**src/rtl/irqv_pkg.sv**
```systemverilog
package irqv_pkg;
  localparam int NCH = 2;
  localparam int VW  = 8;
  localparam int MW  = 2;

  typedef logic [VW-1:0] vec_t;

  typedef struct packed {
    logic rxp;
    logic txp;
    logic rxs;
    logic txs;
    logic vwr;
    vec_t vcode;
  } chs_t;

  function automatic vec_t code_none(logic hi);
    return hi ? vec_t'(8'h60) : vec_t'(8'h06);
  endfunction

  function automatic vec_t code_of(int ch, logic is_tx, logic hi);
    vec_t c;
    if (ch == 0) begin
      if (is_tx) c = hi ? vec_t'(8'h10) : vec_t'(8'h08);
      else       c = hi ? vec_t'(8'h30) : vec_t'(8'h0C);
    end else begin
      if (is_tx) c = vec_t'(8'h00);
      else       c = hi ? vec_t'(8'h20) : vec_t'(8'h04);
    end
    return c;
  endfunction

  function automatic chs_t do_set_rx(chs_t s, vec_t rxc);
    chs_t r = s;
    r.rxp = 1'b1;
    if (!r.txs) begin
      r.rxs   = 1'b1;
      r.vwr   = 1'b1;
      r.vcode = rxc;
    end
    return r;
  endfunction

  function automatic chs_t do_set_tx(chs_t s, vec_t txc);
    chs_t r = s;
    r.txp = 1'b1;
    if (!r.rxs) begin
      r.txs   = 1'b1;
      r.vwr   = 1'b1;
      r.vcode = txc;
    end
    return r;
  endfunction

  function automatic chs_t do_clr_rx(chs_t s, vec_t nc, vec_t txc);
    chs_t r = s;
    r.rxp   = 1'b0;
    r.rxs   = 1'b0;
    r.vwr   = 1'b1;
    r.vcode = nc;
    if (r.txp) r = do_set_tx(r, txc);
    return r;
  endfunction

  function automatic chs_t do_clr_tx(chs_t s, vec_t nc, vec_t rxc);
    chs_t r = s;
    r.txp   = 1'b0;
    r.txs   = 1'b0;
    r.vwr   = 1'b1;
    r.vcode = nc;
    if (r.rxp) r = do_set_rx(r, rxc);
    return r;
  endfunction
endpackage

```
**src/rtl/irqv_chan.sv**
```systemverilog
module irqv_chan
  import irqv_pkg::*;
#(
  parameter int CH = 0
) (
  input  logic clk,
  input  logic rst,
  input  logic rx_evt,
  input  logic tx_evt,
  input  logic brk_evt,
  input  logic data_rd,
  input  logic clr_tx,
  input  logic clr_ius,
  input  logic stat_hi,
  output logic rxp,
  output logic txp,
  output logic rxs,
  output logic txs,
  output logic brk,
  output logic vwr,
  output vec_t vcode
);
  chs_t st_q;
  chs_t st_n;
  logic brk_q;
  vec_t rx_code, tx_code, no_code;

  always_comb begin
    rx_code = code_of(CH, 1'b0, stat_hi);
    tx_code = code_of(CH, 1'b1, stat_hi);
    no_code = code_none(stat_hi);
  end

  // ordered operation sequence for one cycle
  always_comb begin
    st_n       = st_q;
    st_n.vwr   = 1'b0;
    st_n.vcode = '0;
    if (clr_ius) begin
      if (st_n.rxs)      st_n = do_clr_rx(st_n, no_code, tx_code);
      else if (st_n.txs) st_n = do_clr_tx(st_n, no_code, rx_code);
    end
    if (data_rd) st_n = do_clr_rx(st_n, no_code, tx_code);
    if (clr_tx)  st_n = do_clr_tx(st_n, no_code, rx_code);
    if (rx_evt)  st_n = do_set_rx(st_n, rx_code);
    if (tx_evt)  st_n = do_set_tx(st_n, tx_code);
  end

  always_ff @(posedge clk) begin
    if (rst) begin
      st_q  <= '0;
      brk_q <= 1'b0;
    end else begin
      st_q.rxp   <= st_n.rxp;
      st_q.txp   <= st_n.txp;
      st_q.rxs   <= st_n.rxs;
      st_q.txs   <= st_n.txs;
      st_q.vwr   <= 1'b0;
      st_q.vcode <= '0;
      if (brk_evt) brk_q <= 1'b1;
    end
  end

  assign rxp   = st_q.rxp;
  assign txp   = st_q.txp;
  assign rxs   = st_q.rxs;
  assign txs   = st_q.txs;
  assign brk   = brk_q;
  assign vwr   = st_n.vwr;
  assign vcode = st_n.vcode;
endmodule

```
**src/rtl/irqv_req.sv**
```systemverilog
module irqv_req
  import irqv_pkg::*;
#(
  parameter int N = NCH
) (
  input  logic [N-1:0]    ie_master,
  input  logic [N-1:0]    ie_tx,
  input  logic [MW*N-1:0] rx_mode,
  input  logic [N-1:0]    ie_brk,
  input  logic [N-1:0]    rxp,
  input  logic [N-1:0]    txp,
  input  logic [N-1:0]    brk,
  output logic [N-1:0]    req
);
  for (genvar c = 0; c < N; c++) begin : g_req
    logic [MW-1:0] md;
    logic          rx_on;
    assign md    = rx_mode[MW*c +: MW];
    assign rx_on = (md == 2'b01) || (md == 2'b10);
    assign req[c] = ie_master[c] &
                    ((ie_tx[c] & txp[c]) | (rx_on & rxp[c]) | (ie_brk[c] & brk[c]));
  end
endmodule

```
**src/rtl/duart_irq_vec.sv**
```systemverilog
module duart_irq_vec
  import irqv_pkg::*;
(
  input  logic              clk,
  input  logic              rst,
  input  logic [NCH-1:0]    rx_evt,
  input  logic [NCH-1:0]    tx_evt,
  input  logic [NCH-1:0]    brk_evt,
  input  logic [NCH-1:0]    data_rd,
  input  logic [NCH-1:0]    clr_tx,
  input  logic [NCH-1:0]    clr_ius,
  input  logic [NCH-1:0]    ie_master,
  input  logic [NCH-1:0]    ie_tx,
  input  logic [MW*NCH-1:0] rx_mode,
  input  logic [NCH-1:0]    ie_brk,
  input  logic              stat_hi,
  output logic              irq,
  output logic [VW-1:0]     vec,
  output logic [VW-1:0]     pend
);
  logic [NCH-1:0]         rxp_w, txp_w, rx_svc, tx_svc, brk_w, vwr_w, req_w;
  logic [NCH-1:0][VW-1:0] vcode_w;
  vec_t                   vec_q, vec_n;
  logic                   irq_q;

  for (genvar c = 0; c < NCH; c++) begin : g_ch
    irqv_chan #(.CH(c)) u_chan (
      .clk     (clk),
      .rst     (rst),
      .rx_evt  (rx_evt[c]),
      .tx_evt  (tx_evt[c]),
      .brk_evt (brk_evt[c]),
      .data_rd (data_rd[c]),
      .clr_tx  (clr_tx[c]),
      .clr_ius (clr_ius[c]),
      .stat_hi (stat_hi),
      .rxp     (rxp_w[c]),
      .txp     (txp_w[c]),
      .rxs     (rx_svc[c]),
      .txs     (tx_svc[c]),
      .brk     (brk_w[c]),
      .vwr     (vwr_w[c]),
      .vcode   (vcode_w[c])
    );
  end

  irqv_req #(.N(NCH)) u_req (
    .ie_master (ie_master),
    .ie_tx     (ie_tx),
    .rx_mode   (rx_mode),
    .ie_brk    (ie_brk),
    .rxp       (rxp_w),
    .txp       (txp_w),
    .brk       (brk_w),
    .req       (req_w)
  );

  // higher channel index writes last and wins
  always_comb begin
    vec_n = vec_q;
    for (int c = 0; c < NCH; c++) begin
      if (vwr_w[c]) vec_n = vcode_w[c];
    end
  end

  always_ff @(posedge clk) begin
    if (rst) begin
      vec_q <= code_none(1'b0);
      irq_q <= 1'b0;
    end else begin
      vec_q <= vec_n;
      irq_q <= |req_w;
    end
  end

  assign irq  = irq_q;
  assign vec  = vec_q;
  assign pend = {2'b00, rxp_w[0], txp_w[0], 1'b0, rxp_w[1], txp_w[1], 1'b0};
endmodule

```
**config.mk**
```make
export PLATFORM = sky130hd
export DESIGN_NAME = duart_irq_vec
export DESIGN_NICKNAME = d
export VERILOG_FILES = /design/src/rtl/irqv_pkg.sv /design/src/rtl/irqv_chan.sv /design/src/rtl/irqv_req.sv /design/src/rtl/duart_irq_vec.sv
export SDC_FILE = /design/constraint.sdc
export NUM_CORES = 1
export LEC_CHECK = 0
export BUFFER_PORTS_ARGS = -buffer_cell sky130_fd_sc_hd__buf_2
export CORE_MARGIN = 1.5
export CORE_UTILIZATION = 50
export DETAILED_ROUTE_END_ITERATION = 16
export GPL_ROUTABILITY_DRIVEN = 0
export HOLD_SLACK_MARGIN = 0.12
export PLACE_DENSITY = 0.84
export SLEW_MARGIN = 20
export SYNTH_ARGS = -nofsm -noshare
export SYNTH_HDL_FRONTEND = slang
export SYNTH_SLANG_ARGS = --single-unit
```
**constraint.sdc**
```tcl
create_clock -name clk -period 2.02 [get_ports clk]
set_clock_uncertainty 0.2 [all_clocks]
set_input_delay 0.404 -clock clk [delete_from_list [all_inputs] [get_ports clk]]
set_output_delay 0.404 -clock clk [all_outputs]
set_load 0.01 [all_outputs]
```
==> results by group, run 1 <==
Floorplanning
  • Die Area: around 2800 µm²
  • I/O pins: 42
  • Core ar.: ~2400 µm²
  • DIE WIDTH: roughly 53 µm
  • Initial core utilization: between 50% and 60%
  • # rows: 18
  • DIE HEIGHT: 53.3 µm

GRT
  • GR peak layer: met2
  • Pin count of the biggest net entering global routing: 19
  • GR Util met2: approximately 45%
  • First-pass GRT wire length: roughly 5200 µm
  • GRT met1 Usage: a little under a third
  • Vias in the first global route: about 1.2k
  • Met3 usage: 2.54%
  • Initial antenna violation count: 0
  • GRT Residual Overflow: 0
  • GRT Total Usage: about a quarter

Final layout
  • Fraction of layout cells with a size suffix above 1: between 20% and 30%
  • # diodes: 0
  • Most frequent cells in the layout: buf_2, a21oi_1, nor2_1, dfxtp_1, o21ai_0
  • Final non-filler cell total: 230
  • Nets: approximately 230
  • Area Growth Syn to Fin: 17.4%
  • Most common cell after layout, fill and taps aside: buf_2

Yosys
  • Post-synthesis sequential area ratio: roughly 27%
  • Flop and latch count out of synthesis: 17
  • Mean Syn Cell Area: 7.66 µm²
  • Cells after synthesis: 165
  • Compound-Gate Fraction of Synth Area: a little over a third
  • Simple-Gate Fraction of Synth Area: 23.6%
  • Cell Area, Synth: 1260 µm²
  • Main area contributors after synthesis: dfxtp_1, buf_4, a21oi_1, o21ai_0, nor2_1
  • Largest family of logic cells by synthesized area: compound AO/OA/AOI/OAI gates
  • Yosys Warn Count: 0
  • Yosys cell types: 49
  • Top-area cell type share of the netlist area: a little over a quarter
  • Synth Area in XOR/XNOR: between 1 and 1.5%
  • Post-synthesis mux area share: 0%
  • Synth area leader: dfxtp_1
  • Post-Synth Adder-Cell Area: 0%

Worst setup path
  • Critical Path Start: g_ch[1].u_chan.rxs$_SDFF_PP0_
  • Crit Path Max Fanout: 9
  • RR Endpoint: vec[5]$_SDFFE_PP0P_
  • RR Startpoint: g_ch[1].u_chan.rxs$_SDFF_PP0_
  • R2R setup slack: about 0.10 ns
  • Critical path's top delay family: compound AO/OA/AOI/OAI gates
  • Crit-path cells: or3b_1 -> nand2_2 -> o2111ai_4 -> o31a_1 -> a2bb2oi_1 -> nor2_2
  • Crit path kind: reg2reg
  • Setup crit end kind: flip-flop
  • Slowest CP cell: dfxtp_2
  • CP arrival: roughly 2.0 ns
  • Buf/Inv on CP: 0
  • Worst setup endpoint: vec[5]$_SDFFE_PP0P_
  • Setup crit start kind: flip-flop
  • Worst path depth: 6
  • CP peak stage delay: between 0.4 and 0.5 ns
  • Worst reg-to-reg path cell count: 6
  • CP required: ~2 ns

Flow run
  • MaxCap Viol Count: 0

Timing
  • Fmax: 521 MHz
  • Final Hold Fails: 0
  • Final hold slack: between 0.1 and 0.15 ns
  • Post-layout minimum cycle time: a little under 2 ns
  • Max-slew violation count: 0
  • Final setup vio count: 0
  • Crit share post-route: 95.1%
  • RSZ-0062 raised after global routing: no
  • Setup ws final: about 0.10 ns

Route
  • Drt first pass iters: 4
  • Number of routed nets with antenna violations: 0
  • Initial DRC Count: 44
  • Wirelength, routed: between 3000 and 4000 µm
  • Vias per inst: ~5.9
  • Vias: around 1.4k
  • Drt drc: 0
  • Wire length per cell: 14.5 µm

Clock network
  • H-Tree Depth: 1
  • Clock Path Buffers: 2
  • Root Buffer: clkbuf_4
  • Clock transition at the registers of the reported paths: ~0.10 ns
  • Worst-skew pair later-pin latency: about 0.30 ns
  • CTS tree: yes
  • Sink Count: 17
  • Cts bufs inserted: 3

Placement
  • Hpwl dp: around 2500 µm
  • PortBufs: 35
  • Placed insts: between 200 and 250
  • Place WS: -0.0364 ns

Pwr
  • Peak supply drop: 0.351 mV
  • PD cells: about 540 nW/µm²
  • Lkg Pwr: approximately 0.63 nW

Hold path
  • Hold Path Class: in2reg

Run status
  • Status: finished, final reports clean
-- flip-flops by register name, indices dropped and copies added (netlist names) --
signal           count
g_ch.u_chan.brk      2
g_ch.u_chan.txs      2
vec                  6
g_ch.u_chan.rxs      2
g_ch.u_chan.txp      2
irq                  1
g_ch.u_chan.rxp      2
-- report_power, final --
part	switching (mW)	internal (mW)
logic	0.129	0.105
registers	0.0265	0.358
clock network	0.110	0.0738
total	0.266	0.536
-- Yosys cell counts, drive strengths merged --
cell / instances
a311o: 1
nand3: 1
nor2b: 8
and2: 1
o311a: 1
nand3b: 2
a2bb2oi: 1
o21ai: 15
dfxtp: 17
a311oi: 2
a21o: 1
xor2: 1
o2111ai: 2
o21bai: 1
inv: 10
a221oi: 2
nand4bb: 1
or2: 1
o32ai: 2
buf: 14
o22a: 1
nand2b: 7
o31a: 1
a222oi: 1
xnor2: 1
conb: 1
a211oi: 2
o2bb2ai: 1
o21a: 4
nor3: 3
a22oi: 2
a21boi: 1
o211ai: 4
a21oi: 15
or3b: 4
a31oi: 2
nor2: 17
clkbuf: 4
nand2: 9
a221o: 1
-- routing by layer --
metal | wire, µm | share of wire (%) | up-vias
met5 | 0 | 0 | -
met4 | 44 | 1.3 | 0
met3 | 182 | 5.5 | 6
met2 | 1730 | 52 | 59
met1 | 1380 | 41 | 643
li1 | - | - | 648
-- stage by stage --
stage               power, mW  area, µm²  setup TNS, ns  utilization [%]
floorplan               0.548       1280              0                -
global placement        0.604       1430              0             59.0
detailed placement      0.617       1430        -0.0364             59.0
CTS                     0.796       1480              0             60.9
global route            0.847       1480              0             61.0
finish                  0.802       1480              0             61.0
-- layout make-up --
cell class | count | area, µm²
Clock buffer | 3 | 22.5
Clock inverter | 1 | 5.00
Fill cell | 228 | 948
Inverter | 10 | 37.5
Multi-Input combinational cell | 125 | 791
Sequential cell | 17 | 343
Tap cell | 30 | 37.5
Timing Repair Buffer | 44 | 248
-- worst register-to-register path: cells and delay by family (launching register included) --
family,cells,cell delay (ns)
AOI/OAI and AO/OA,3,0.66
DFF,1,0.42
and+or+nand+nor,3,0.57
-- how the worst min path moves through the flow --
| stage | to | from | slack, ns | cells past startpoint |
|---|---|---|---|---|
| floorplan | g_ch[0].u_chan.brk$_SDFFE_PP0P_ | g_ch[0].u_chan.brk$_SDFFE_PP0P_ | 0.24 | 2 |
| global placement | g_ch[0].u_chan.brk$_SDFFE_PP0P_ | g_ch[0].u_chan.brk$_SDFFE_PP0P_ | 0.25 | 2 |
| detailed placement | g_ch[0].u_chan.brk$_SDFFE_PP0P_ | g_ch[0].u_chan.brk$_SDFFE_PP0P_ | 0.26 | 2 |
| CTS | irq$_SDFF_PP0_ | ie_master[1] | 0.14 | 3 |
| global route | irq$_SDFF_PP0_ | ie_master[1] | 0.15 | 3 |
| finish | irq$_SDFF_PP0_ | ie_master[1] | 0.14 | 3 |
-- cell families (layout without fill, tap and decap cells) --
family                    after synthesis  count (layout)
AOI/OAI and AO/OA                      63              63
buffers and inverters                  28              58
DFF                                    17              17
other                                   1               6
and+or+nand+nor                        54              54
xor gates and xnor gates                2               2
-- timing repair --
item / in CTS / in global routing
setup endpoints to repair: 0 / 4
gates resized for setup: 0 / 2
hold endpoints to repair: 2 / 0
buffers inserted: 0 / 0
hold buffers: 2 / 0
Power figures use the tool's default switching activity.
==> run 2: changes to the inputs <==
--- a/config.mk
+++ b/config.mk
@@ -5,7 +5,7 @@
 export SDC_FILE = /design/constraint.sdc
 export NUM_CORES = 1
 export LEC_CHECK = 0
-export BUFFER_PORTS_ARGS = -buffer_cell sky130_fd_sc_hd__buf_2
+export BUFFER_PORTS_ARGS = -buffer_cell sky130_fd_sc_hd__clkbuf_2
 export CORE_MARGIN = 1.5
 export CORE_UTILIZATION = 50
 export DETAILED_ROUTE_END_ITERATION = 16
==> constraint.sdc (replaced) <==
create_clock -name clk -period 1.9 [get_ports clk]
set_clock_uncertainty 0.2 [all_clocks]
set_input_delay 0.38 -clock clk [delete_from_list [all_inputs] [get_ports clk]]
set_output_delay 0.38 -clock clk [all_outputs]
set_load 0.01 [all_outputs]
==> run 2 against run 1 <==
Effect of this change:
- final cell count grew 5.2%
- hold slack worse by 0.0045 ns
- utilization grew 5.4 points
- sequential power increased by 6.0%
- fmax rose by 2.4%
- die area stayed put
- largest cell class unchanged
- first-iteration DRC count decreased by 6.8%
- count of clock-buffer cells in the layout is the same
- sequential share of layout area down 1.3 points
- clock power increased by 3%
==> results by group, run 2 (synthesis results as in run 1) <==
Floorplanning
  • Die Area: ~2800 µm²
  • DIE HEIGHT: 53.3 µm
  • DIE WIDTH: approximately 53 µm
  • Core ar.: between 2000 and 2500 µm²
  • Initial core utilization: between 50% and 60%
  • # rows: 18
  • I/O pins: between 40 and 50

GRT
  • Met3 usage: 1.98%
  • Vias in the first global route: 1289
  • First-pass GRT wire length: between 5000 and 6000 µm
  • GR Util met2: between 40 and 50%
  • Pin count of the biggest net entering global routing: 19
  • GR peak layer: met2
  • GRT Residual Overflow: 0
  • Initial antenna violation count: 0
  • GRT Total Usage: between 20 and 30%
  • GRT met1 Usage: approximately 30%

Worst setup path
  • CP required: 1.92 ns
  • Buf/Inv on CP: 0
  • R2R setup slack: 0.02 ns
  • Setup crit end kind: flip-flop
  • Slowest CP cell: or3b_4
  • RR Startpoint: g_ch[1].u_chan.rxs$_SDFF_PP0_
  • Crit-path cells: or3b_4 -> nand2_4 -> o2111ai_4 -> o31a_1 -> a2bb2oi_1 -> nor2_2
  • Setup crit start kind: flip-flop
  • Crit Path Max Fanout: 7
  • Crit path kind: reg2reg
  • CP peak stage delay: ~0.40 ns
  • Critical path's top delay family: compound AO/OA/AOI/OAI gates
  • Worst reg-to-reg path cell count: 6
  • CP arrival: ~1.9 ns
  • RR Endpoint: vec[5]$_SDFFE_PP0P_

Clock network
  • Cts bufs inserted: 3
  • Worst-skew pair later-pin latency: 0.28 ns
  • CTS tree: yes
  • H-Tree Depth: 1
  • Clock transition at the registers of the reported paths: about 0.1 ns
  • Clock Path Buffers: 2
  • Sink Count: 17
  • Root Buffer: clkbuf_4

Timing
  • Post-layout minimum cycle time: 1.88 ns
  • Max-slew violation count: 0
  • Final hold slack: 0.131 ns
  • Fmax: 533 MHz
  • Crit share post-route: 98.7%
  • RSZ-0062 raised after global routing: yes
  • Final setup vio count: 0
  • Final Hold Fails: 0
  • Setup TNS: 0 ns

Pwr
  • Lkg Pwr: roughly 0.69 nW
  • PD cells: ~540 nW/µm²
  • Overall power: around 880 µW
  • Peak supply drop: roughly 0.35 mV

Hold path
  • Min-delay src: ie_master[0]
  • Hold Path Class: in2reg
  • Hold Crit Depth: 3
  • Hold Crit Endpoint: irq$_SDFF_PP0_

Final layout
  • Fraction of layout cells with a size suffix above 1: around 34%
  • Post-route cell area: approximately 1600 µm²
  • Fill count: roughly 200
  • Finished Core Util: around 66%
  • Nets: 238
  • Max FFs per register: 6
  • # diodes: 0
  • Most frequent cells in the layout: clkbuf_2, buf_4, a21oi_1, nor2_1
  • Area Growth Syn to Fin: 27.8%
  • Most common cell after layout, fill and taps aside: clkbuf_2

Flow run
  • MaxCap Viol Count: 0

Placement
  • Hpwl dp: ~2600 µm
  • DP Area: around 1500 µm²
  • PortBufs: 35

Route
  • Vias per inst: 5.64
  • Initial DRC Count: 41
  • Drt drc: 0
  • Vias: 1366
  • Number of routed nets with antenna violations: 0
  • Wirelength, routed: 3400 µm
  • Drt first pass iters: 4
  • Wire length per cell: 14.1 µm

Run status
  • Status: finished, final reports clean
-- run 2: cell types whose count changed in the layout (fill, tap and decap cells not counted), sizes merged --
cell / delta
clkbuf: +35
buf: -24
dlygate4sd3: +1
-- run 2: where the power goes --
group	leakage (nW)	total (mW)	switching (mW)	internal, mW
Combinational	0.533	0.283	0.149	0.135
Clock	0.0177	0.189	0.111	0.0780
Sequential	0.143	0.407	0.0265	0.380
-- run 2: layer usage --
metal | up-vias | routed length (µm)
met2 | 42 | 1820
met1 | 646 | 1410
li1 | 674 | -
met4 | 0 | 29
met3 | 4 | 145
met5 | - | 0
-- run 2: how the worst max path moves through the flow --
stage,startpoint,endpoint,cells after the start
2_1_floorplan,clr_ius[1],vec[5]$_SDFFE_PP0P_,7
3_3_place_gp,clr_ius[1],vec[5]$_SDFFE_PP0P_,7
3_5_place_dp,data_rd[0],vec[5]$_SDFFE_PP0P_,7
4_1_cts,g_ch[0].u_chan.rxs$_SDFF_PP0_,vec[5]$_SDFFE_PP0P_,6
5_1_grt,g_ch[0].u_chan.rxs$_SDFF_PP0_,vec[5]$_SDFFE_PP0P_,7
6_report,g_ch[1].u_chan.rxs$_SDFF_PP0_,vec[5]$_SDFFE_PP0P_,6
-- run 2: per-stage QoR --
stage                     std cells  setup slack [ns]
after global placement          234           -0.0635
after detailed placement        234            -0.141
after CTS                       241           0.00406
after global routing            242           -0.0740
after floorplan                 170            0.0830
final                           242            0.0245
-- run 2: final cells by class --
| class | count | area, µm² | share of cell area [%] |
|---|---|---|---|
| clock buffers | 3 | 22.5 | 1.39 |
| clock inverters | 1 | 5.00 | 0.310 |
| inverters | 10 | 37.5 | 2.32 |
| multi-input cells | 125 | 821 | 50.8 |
| flip-flops and latches | 17 | 352 | 21.8 |
| well taps | 30 | 37.5 | 2.32 |
| repair buffers | 56 | 340 | 21.1 |
-- run 2: worst register-to-register path, delay by kind of cell (launching register included) --
family	cells	cell delay, ns
AO/OA/AOI/OAI	3	0.67
AND/OR/NAND/NOR	3	0.55
flip-flops	1	0.39
-- run 2: repair_timing --
item                                    in CTS  in global routing
hold buffers                                 3                  0
pin swaps                                    0                  3
hold endpoints to repair                     3                  0
buffers inserted                             0                  1
gates resized for setup                      5                  9
endpoints found under the setup margin       4                  5
==> run 3: changes to the inputs <==
==> constraint.sdc (replaced) <==
create_clock -name clk -period 1.9 [get_ports clk]
set_clock_uncertainty 0.2 [all_clocks]
set_input_delay 0.19 -clock clk [delete_from_list [all_inputs] [get_ports clk]]
set_output_delay 0.19 -clock clk [all_outputs]
set_load 0.01 [all_outputs]
==> run 3 against run 2 <==
Effect of this change:
- the run now ends with negative setup slack left
- sequential power fell by 1%
- non-clock buffer count increased by 1
- design area up 2.4%
- fmax shrank 2.7%
- die area is the same
- final cell count increased by 0.41%
- hold slack worse by 0.0023 ns
- flip-flop and latch count is the same
- critical path depth up 1
- register-to-register slack got worse by 0.05 ns
- critical path type unchanged
==> results by group, run 3 (synthesis results as in run 1) <==
Final layout
  • Final non-filler cell total: ~240
  • Fraction of layout cells with a size suffix above 1: 32.4%
  • Finished Core Util: between 60% and 70%
  • Nets: approximately 240
  • Fill count: between 150 and 200
  • # diodes: 0
  • Most frequent cells in the layout: clkbuf_2, a21oi_1, nor2_1, dfxtp_1, o21ai_0
  • Area Growth Syn to Fin: 30.9%
  • Most common cell after layout, fill and taps aside: clkbuf_2
  • Post-route cell area: between 1500 and 2000 µm²
  • Max FFs per register: 6

Clock network
  • Sink Count: 17
  • Clock Path Buffers: 2
  • CTS tree: yes
  • Root Buffer: clkbuf_4
  • Cts bufs inserted: 3
  • Worst-skew pair later-pin latency: 0.31 ns
  • Clock transition at the registers of the reported paths: 0.10 ns
  • H-Tree Depth: 1

Worst setup path
  • RR Startpoint: g_ch[0].u_chan.rxs$_SDFF_PP0_
  • Buf/Inv on CP: 1
  • Setup crit start kind: flip-flop
  • Setup crit end kind: flip-flop
  • CP arrival: 1.98 ns
  • Slowest CP cell: dfxtp_4
  • R2R setup slack: -0.03 ns
  • Crit-path cells: buf_6 -> or3b_4 -> o211ai_4 -> a21oi_1 -> o31a_1 -> a2bb2oi_2 -> nor2_2
  • RR Endpoint: vec[5]$_SDFFE_PP0P_
  • Crit path kind: reg2reg
  • Critical path's top delay family: compound AO/OA/AOI/OAI gates
  • Worst reg-to-reg path cell count: 7
  • CP required: 1.95 ns
  • CP peak stage delay: roughly 0.4 ns
  • Crit Path Max Fanout: 6

Placement
  • Hpwl dp: ~2500 µm
  • DP Area: approximately 1400 µm²
  • Placed insts: between 200 and 250
  • PortBufs: 35
  • Place WS: -0.0888 ns

Timing
  • Post-layout minimum cycle time: a little under 2 ns
  • Final hold slack: 0.129 ns
  • Fmax: slightly above 500 MHz
  • Final setup vio count: 1
  • RSZ-0062 raised after global routing: yes
  • Max-slew violation count: 0
  • Setup TNS: -0.0273 ns
  • Final Hold Fails: 0
  • Crit share post-route: 101%
  • Setup ws final: -0.0273 ns

Flow run
  • MaxCap Viol Count: 0

Run status
  • Failing checks: negative setup slack
  • Status: finished with violations

Hold path
  • Hold Crit Depth: 2
  • Hold Crit Endpoint: g_ch[1].u_chan.txs$_SDFF_PP0_
  • Hold Path Class: in2reg
  • Min-delay src: rst

Floorplanning
  • # rows: 18
  • DIE WIDTH: around 53 µm
  • DIE HEIGHT: 53.3 µm
  • I/O pins: 42
  • Initial core utilization: between 50% and 60%
  • Die Area: between 2000 and 3000 µm²
  • Core ar.: between 2000 and 2500 µm²

Pwr
  • Peak supply drop: 0.423 mV
  • Overall power: about 910 µW
  • PD cells: roughly 550 nW/µm²
  • Lkg Pwr: ~0.7 nW

GRT
  • Pin count of the biggest net entering global routing: 19
  • Vias in the first global route: 1259
  • Initial antenna violation count: 0
  • GRT Total Usage: ~25%
  • GRT Residual Overflow: 0
  • First-pass GRT wire length: about 5200 µm

Route
  • Wire length per cell: 14.5 µm
  • Vias per inst: about 5.7
  • Vias: approximately 1.4k
  • Number of routed nets with antenna violations: 0
  • Wirelength, routed: 3520 µm
  • Drt drc: 0
  • Drt first pass iters: 4
  • Initial DRC Count: 46
run 3: cell count changes in the layout (fill, tap and decap cells not counted), sizes merged:
cell,change
buf,-7
clkbuf,+1
clkinv,-1
dlygate4sd3,+8
run 3: power breakdown:
group          switching, mW  internal (mW)  total (mW)
Clock                  0.128         0.0822       0.210
Sequential            0.0226          0.380       0.403
Combinational          0.157          0.141       0.297
Total                  0.307          0.603       0.910
run 3: routing by layer:
| metal | vias to the layer above | track usage (%) | wire (µm) |
|---|---|---|---|
| met4 | 0 | 8.55 | 91 |
| met3 | 13 | 6.21 | 218 |
| met1 | 637 | 28.2 | 1430 |
| li1 | 678 | - | - |
| met2 | 65 | 43.6 | 1780 |
| met5 | - | 0 | 0 |
run 3: repair_timing:
| action | CTS | global route |
|---|---|---|
| setup buffers | 0 | 5 |
| pin swaps | 0 | 6 |
| resized for setup | 1 | 17 |
| hold endpoints to repair | 16 | 0 |
| endpoints found under the setup margin | 4 | 5 |
| hold buffers | 11 | 0 |
run 3: final cells by class:
class,count,area [µm²],area share [%]
well taps,30,37.5,2.27
inverters,10,37.5,2.27
multi-input cells,125,835,50.5
repair buffers,57,372,22.5
clock buffers,4,26.3,1.59
flip-flops and latches,17,347,21.0
run 3: worst max path at each step:
stage                                endpoint  cells past startpoint                          start  slack, ns
after global placement    vec[5]$_SDFFE_PP0P_                      6  g_ch[0].u_chan.rxs$_SDFF_PP0_       0.03
after detailed placement  vec[5]$_SDFFE_PP0P_                      6  g_ch[0].u_chan.rxs$_SDFF_PP0_      -0.09
after floorplan           vec[5]$_SDFFE_PP0P_                      7  g_ch[1].u_chan.rxs$_SDFF_PP0_       0.15
after CTS                 vec[5]$_SDFFE_PP0P_                      7  g_ch[1].u_chan.rxs$_SDFF_PP0_      0.007
final                     vec[5]$_SDFFE_PP0P_                      7  g_ch[0].u_chan.rxs$_SDFF_PP0_      -0.03
after global routing      vec[5]$_SDFFE_PP0P_                      8  g_ch[0].u_chan.rxs$_SDFF_PP0_      -0.09
